[src/rtl/tempo_disp_port.sv]
module tempo_disp_port #(
  parameter int ACK_LEN = 8
) (
  input  logic       clk,
  input  logic       rst_n,
  input  logic       strobe_n,
  input  logic [7:0] pdata,
  output logic       busy,
  output logic       ack_n,
  output logic [6:0] seg_d0,
  output logic [6:0] seg_d1,
  output logic [6:0] seg_d2,
  output logic       sel_err,
  output logic       val_err
);
  localparam int CW = $clog2(ACK_LEN + 1);

  typedef enum logic [1:0] {IDLE, LOAD, ACKP, DRAIN} st_t;

  st_t         st;
  logic [2:0]  stb_q;
  logic [5:0]  cmd;
  logic [CW-1:0] cnt;
  logic [3:0]  v0, v1, v2;
  logic [2:0]  lit;

  wire       stb_fall = stb_q[2] & ~stb_q[1];
  wire [1:0] sel      = cmd[1:0];
  wire [3:0] val      = cmd[5:2];

  function automatic logic [6:0] enc(input logic on, input logic [3:0] v);
    if (!on) return 7'h00;
    case (v)
      4'd0: return 7'h3F;
      4'd1: return 7'h06;
      4'd2: return 7'h5B;
      4'd3: return 7'h4F;
      4'd4: return 7'h66;
      4'd5: return 7'h6D;
      4'd6: return 7'h7D;
      4'd7: return 7'h07;
      4'd8: return 7'h7F;
      4'd9: return 7'h6F;
      default: return 7'h40;
    endcase
  endfunction

  always_ff @(posedge clk or negedge rst_n)
    if (!rst_n) stb_q <= 3'b111;
    else        stb_q <= {stb_q[1:0], strobe_n};

  always_ff @(posedge clk or negedge rst_n) begin
    if (!rst_n) begin
      st      <= IDLE;
      cmd     <= '0;
      cnt     <= '0;
      v0      <= '0;
      v1      <= '0;
      v2      <= '0;
      lit     <= '0;
      sel_err <= 1'b0;
      val_err <= 1'b0;
    end else begin
      case (st)
        IDLE: if (stb_fall) begin
          cmd <= pdata[5:0];
          st  <= LOAD;
        end
        LOAD: begin
          if (sel != 2'b11) begin
            case (sel)
              2'b00:   v0 <= val;
              2'b01:   v1 <= val;
              default: v2 <= val;
            endcase
            lit[sel] <= 1'b1;
            sel_err  <= 1'b0;
            if (val > 4'd9) val_err <= 1'b1;
          end else begin
            sel_err <= 1'b1;
          end
          cnt <= CW'(ACK_LEN);
          st  <= ACKP;
        end
        ACKP: if (cnt == CW'(1)) st <= DRAIN;
              else cnt <= cnt - CW'(1);
        DRAIN: if (stb_q[1]) st <= IDLE;
        default: st <= IDLE;
      endcase
    end
  end

  assign busy   = (st != IDLE);
  assign ack_n  = (st != ACKP);
  assign seg_d0 = enc(lit[0], v0);
  assign seg_d1 = enc(lit[1], v1);
  assign seg_d2 = enc(lit[2], v2);
endmodule

[config.mk]
export PLATFORM = sky130hd
export DESIGN_NAME = tempo_disp_port
export DESIGN_NICKNAME = d
export VERILOG_FILES = /design/src/rtl/tempo_disp_port.sv
export SDC_FILE = /design/constraint.sdc
export NUM_CORES = 1
export LEC_CHECK = 0
export ABC_AREA = 1
export CORE_MARGIN = 5
export CORE_UTILIZATION = 50
export CTS_CLUSTER_DIAMETER = 200
export DETAILED_ROUTE_END_ITERATION = 6
export DONT_BUFFER_PORTS = 1
export PLACE_DENSITY = 0.62
export SYNTH_ARGS = -nofsm -noshare
export SYNTH_HDL_FRONTEND = slang
export SYNTH_SLANG_ARGS = --single-unit
[constraint.sdc]
create_clock -name clk -period 2.6 [get_ports clk]
set_input_delay 0.52 -clock clk [delete_from_list [all_inputs] [get_ports clk]]
set_output_delay 0.52 -clock clk [all_outputs]
set_load 0.05 [all_outputs]
==> impl_metrics.csv, run 1 <==
group,metric,value,unit
critical_path,crit_chain,"inv_1, ha_1, o21ai_0, nor2_1, nor2_1, buf_4",
timing,skew,4.812,ps
timing,tightest_slew,489.6,ps
cts,cts_setup_buffers,0,
timing,rsz0062_at_grt,"false",
timing,fmax,446.6,MHz
route,avgViaCountPerCell,4.997,
cts,postCtsResizedCells,0,
critical_path,cp.arrival,1720,ps
timing,setup_violations,0,
cts,cts_buffer_depth,2,
yosys,post_synth_num_cell_types,17,
critical_path,cp-endpoint,"seg_d0[3]",
route,firstDrtPassIters,4,
grt,grt_use_total,15.09,%
placed_design,dp_hpwl,2.688,mm
route,vias,1489,
grt,grt_pass1_vias,1419,
route,final_antenna_net_count,0,
min_path,hp-class,"in -> async",
critical_path,rrSetupSlack,900,ps
critical_path,critPathKind,"reg -> out",
cts,insertion_delay,330,ps
cts,htree_levels,2,
yosys,synth-warning-count,0,
die,die_w,70.26,um
critical_path,setup.worst_path.start,"v0[1]$_DFFE_PN0P_",
cells_and_area,nets,285,
cells_and_area,nFillCells,298,
placed_design,place_area,2026,um^2
die,die_area,4936,um^2
grt,antenna_found_initial,0,
die,rows,21,
cts,clkSinkCount,32,
die,io_pins,36,
die,core_area,3416,um^2
yosys,ys_seq_area_share,44.31,%
yosys,syn_nets,256,
cells_and_area,diodes,0,
critical_path,timing.rr.end,"cnt[2]$_DFFE_PN0P_",
cts,cts_root_buf,"clkbuf_4",
route,drt-wirelength-per-cell,11.98,um
cts,clkSlewWorstSetupHoldPaths,90,ps
critical_path,slowest_delay,450,ps
critical_path,crit_buf_inv,2,
timing,maxSlewViolCount,0,
critical_path,critical_path_required,2080,ps
placed_design,portBuffers,0,
route,drc_errors,0,
yosys,syn_inst,223,
timing,period_share,86.12,%
yosys,synth_area,1815,um^2
die,initial_utilization,53.15,%
critical_path,path_depth,6,
cells_and_area,seqCellArea,804.5,um^2
critical_path,crit_fanout,6,
timing,fin_tns_setup,0,ps
yosys,synth_flop_cell,"dfrtp_1",
critical_path,r2r_cells,7,
timing,relSlewSlack,67.36,%
grt,overflow,0,
cells_and_area,drive_gt1_share,13.89,%
timing,layout_min_cycle_time,2239,ps
critical_path,end_kind,"output port",
yosys,avgSynthCellArea,8.141,um^2
critical_path,cp-start-kind,"flop",
cells_and_area,synthToLayoutAreaGrowth,16.82,%
yosys,synth_edf_count,0,
cells_and_area,final_cell_area,2121,um^2
timing,finalHoldViolCount,0,
cells_and_area,multiInputGateArea,882.1,um^2
timing,holdWs,29.32,ps
cts,cts_tree,"built",
die,die_h,70.26,um
route,drtIter0Drc,65,
placed_design,gp_congestion,0.7690,
grt,grt_pass1_wl,6.134,mm
grt,grt_max_degree,30,
yosys,async_flop_share,100.0,%
status,run_status,"completed",
critical_path,worstReg2RegStart,"st[0]$_DFFE_PN0P_",
critical_path,crit_family,"flip-flops",
critical_path,slowest_stage,"dfrtp_1",
critical_path,crit_path_frequent_cell,"nor2_1",
flow_run,drv_cap,0,
route,drt_wl_total,3.571,mm
yosys,synth_seq_cells,32,
cts,numCtsBuffers,5,
logic make-up (layout without fill, tap and decap cells):
logic type,Yosys count,count (layout),synth area share [%]
flip-flops,32,32,44.31
adder cells (fa/ha/maj),22,22,15.16
AND/OR/NAND/NOR,92,92,20.68
buffers and inverters,34,63,7.098
XOR/XNOR,1,1,0.4825
AO/OA/AOI/OAI,42,42,12.27
routing by layer:
| metal | share of wire, % | wire length [um] | up-vias | track usage, % |
|---|---|---|---|---|
| met1 | 45 | 1618 | 682 | 18.36 |
| met2 | 48 | 1710 | 32 | 25.57 |
| met4 | 1.0 | 36 | 0 | 3.830 |
| li1 | - | - | 767 | - |
| met3 | 5.8 | 207 | 8 | 5.022 |
| met5 | 0 | 0 | - | 0 |
flip-flops by register name, summed over array words and instances (netlist names):
name and count:
val_err 1, v1 4, sel_err 1, v2 4, stb_q 3, cnt 4, lit 3, st 2
cmd 6, v0 4
what timing repair did:
| item | in CTS | in global routing |
|---|---|---|
| hold endpoints to repair | 29 | 0 |
| endpoints found under the setup margin | 0 | 0 |
| hold buffers | 2 | 0 |
synth_stat cells, types with 2 or more instances:
master | count | area [um^2]
a21oi_1 | 12 | 60.06
a31oi_1 | 7 | 43.79
dfrtp_1 | 29 | 725.7
dfstp_2 | 3 | 78.83
ha_1 | 22 | 275.3
inv_1 | 33 | 123.9
nand2_1 | 46 | 172.7
nand3_1 | 12 | 60.06
nand4_1 | 2 | 12.51
nor2_1 | 28 | 105.1
o21ai_0 | 22 | 110.1
or2_1 | 2 | 12.51
worst min-delay path by stage:
stage | start | to | cells past startpoint
floorplan | rst_n | cmd[0]$_DFFE_PN0P_ | 0
global placement | rst_n | lit[2]$_DFFE_PN0P_ | 0
detailed placement | rst_n | v2[3]$_DFFE_PN0P_ | 0
CTS | rst_n | stb_q[0]$_DFF_PN1_ | 0
global route | rst_n | stb_q[1]$_DFF_PN1_ | 0
finish | rst_n | stb_q[1]$_DFF_PN1_ | 0
per-stage QoR:
step | util [%] | instances | setup WS [ps]
finish | 62.09 | 298 | 360.9
global route | 62.09 | 298 | 249.1
CTS | 62.09 | 298 | 373.8
detailed placement | 59.30 | 289 | 756.8
global placement | 59.30 | 289 | 830.6
floorplan | - | 223 | 473.6
cell usage in the layout (no fill, tap or decap), drive strengths merged, types with 3 or more instances in the layout:
master	netlist	layout
dfstp	3	3
o21ai	22	22
inv	33	33
clkbuf	0	7
nor2	28	28
dfrtp	29	29
a21oi	12	12
or2	3	3
ha	22	22
nand3	12	12
buf	1	22
nand2	47	47
a31oi	7	7
cell type report:
| type | instances | share of cell area, % |
|---|---|---|
| multi-input combinational | 157 | 41.59 |
| sequential | 32 | 37.94 |
| inverter | 33 | 5.841 |
| clock buffer | 7 | 3.068 |
| tap | 46 | 2.714 |
| timing repair buffer | 23 | 8.850 |
worst register-to-register path, cell delays in order (launching register included):
cell	delay (ps)
dfrtp_1	420
inv_1	100
ha_1	270
inv_1	390
nand2_1	200
nand2_1	130
nand3_1	80
nand2_1	60
Power of run 1 is not shown: default switching activity piles up to over one toggle a cycle in this logic, so the estimate is an artifact.
==> inputs of run 2 (changes only) <==
--- a/config.mk
+++ b/config.mk
@@ -7,11 +7,12 @@
 export LEC_CHECK = 0
 export ABC_AREA = 1
 export CORE_MARGIN = 5
-export CORE_UTILIZATION = 50
+export CORE_UTILIZATION = 55
 export CTS_CLUSTER_DIAMETER = 200
 export DETAILED_ROUTE_END_ITERATION = 6
 export DONT_BUFFER_PORTS = 1
-export PLACE_DENSITY = 0.62
+export MAX_ROUTING_LAYER = met4
+export PLACE_DENSITY = 0.67
 export SYNTH_ARGS = -nofsm -noshare
 export SYNTH_HDL_FRONTEND = slang
 export SYNTH_SLANG_ARGS = --single-unit
==> impl_metrics.csv, run 2 (synthesized netlist as in run 1, its figures left out) <==
group,metric,value,unit
cts,clkSlewWorstSetupHoldPaths,100,ps
timing,setup_violations,0,
grt,grt_use_total,19.16,%
status,run_status,"completed",
critical_path,cp-start-kind,"flop",
timing,tightest_slew,502.6,ps
min_path,hp-class,"in -> reg",
cts,clkSinkCount,32,
cells_and_area,multiInputGateArea,882.1,um^2
cts,htree_levels,2,
timing,fin_tns_setup,0,ps
placed_design,portBuffers,0,
cells_and_area,synthToLayoutAreaGrowth,18.88,%
cts,numCtsBuffers,5,
cts,insertion_delay,330,ps
critical_path,end_kind,"output port",
timing,rsz0062_at_grt,"false",
cells_and_area,drive_gt1_share,14.17,%
die,die_area,4550,um^2
critical_path,cp.arrival,1650,ps
timing,finalHoldViolCount,0,
critical_path,crit_buf_inv,2,
critical_path,critPathKind,"reg -> out",
critical_path,crit_path_frequent_cell,"nor2_1",
route,avgViaCountPerCell,5.191,
route,vias,1547,
route,drt_wl_total,3.709,mm
critical_path,crit_chain,"inv_1, ha_1, o21ai_0, nor2_1, nor2_1, buf_4",
timing,maxSlewViolCount,0,
die,core_area,3103,um^2
timing,period_share,83.64,%
die,initial_utilization,58.51,%
cells_and_area,nets,286,
grt,antenna_found_initial,0,
cts,cts_tree,"built",
cells_and_area,largest_register_ffs,6,
route,drtIter0Drc,98,
timing,layout_min_cycle_time,2175,ps
flow_run,drv_cap,0,
critical_path,critical_path_required,2080,ps
route,firstDrtPassIters,4,
grt,grt_pass1_vias,1507,
die,rows,20,
cells_and_area,seqCellArea,804.5,um^2
route,final_antenna_net_count,0,
cells_and_area,final_cell_mix,"46 x nand2_1, 33 x inv_1, 29 x dfrtp_1",
critical_path,crit_fanout,6,
cts,cts_buffer_depth,2,
timing,fmax,459.8,MHz
route,drc_errors,0,
die,io_pins,36,
cells_and_area,regMostFlops,"cmd",
die,die_w,67.46,um
route,drt-wirelength-per-cell,12.45,um
critical_path,slowest_stage,"dfrtp_1",
grt,grt_pass1_wl,6.361,mm
grt,overflow,0,
critical_path,crit_family,"flip-flops",
critical_path,slowest_delay,450,ps
cts,cts_setup_buffers,0,
placed_design,dp_hpwl,2.780,mm
placed_design,gp_congestion,0.7981,
timing,skew,10.84,ps
cts,cts_root_buf,"clkbuf_4",
die,die_h,67.46,um
cells_and_area,nFillCells,245,
timing,relSlewSlack,66.50,%
grt,grt_max_degree,30,
cells_and_area,final_common_cell,"nand2_1",
cells_and_area,diodes,0,
## run 2: worst paths after layout
| path | start | endpoint | slack [ps] | cells past startpoint |
|---|---|---|---|---|
| max in group asynchronous | rst_n | cnt[1]$_DFFE_PN0P_ | 1820 | 2 |
| min reg2reg | stb_q[0]$_DFF_PN1_ | stb_q[1]$_DFF_PN1_ | 360 | 0 |
| max | v0[1]$_DFFE_PN0P_ | seg_d0[0] | 430 | 6 |
| min | strobe_n | stb_q[0]$_DFF_PN1_ | 180 | 0 |
| max reg2reg | st[0]$_DFFE_PN0P_ | cnt[0]$_DFFE_PN0P_ | 930 | 6 |
| min in group asynchronous | rst_n | sel_err$_DFFE_PN0P_ | 600 | 2 |
## run 2: what timing repair did
item | CTS | global route
hold buffers | 2 | 1
resized for setup | 0 | 0
endpoints found under the setup margin | 0 | 0
hold endpoints to repair | 29 | 3
## run 2: area by class of cell
class | instances | area share, %
timing repair buffer | 24 | 9.159
clock buffer | 7 | 3.014
multi-input combinational | 157 | 40.87
sequential | 32 | 37.28
clock inverter | 1 | 1.391
tap | 44 | 2.551
inverter | 33 | 5.739
## run 2: layer usage
metal	vias up	global-route usage [%]	wire length [um]	share of wire, %
met2	40	32.27	1925	52
met3	8	4.493	203	5.5
li1	771	-	-	-
met1	728	21.80	1514	41
met4	0	8.101	65	1.8
met5	-	-	0	0
## run 2: worst reg2reg max path, stage by stage (launching register included)
cell	delay (ps)
dfrtp_1	410
inv_1	100
ha_1	270
inv_1	380
nand2_1	200
nand3_1	120
o21ai_0	80
## run 2: stage by stage
step	worst slack, ps	cells	instance area (um^2)	util, %	hold WS, ps
final	425.3	298	2158	69.56	176.5
after global placement	828.8	287	2023	65.20	225.5
after floorplan	473.6	223	1815	-	224.4
after global routing	253.0	298	2158	69.56	149.0
after CTS	419.6	297	2148	69.23	8.923
after detailed placement	798.1	287	2023	65.20	225.8
Power of run 2 is left out for the same reason.
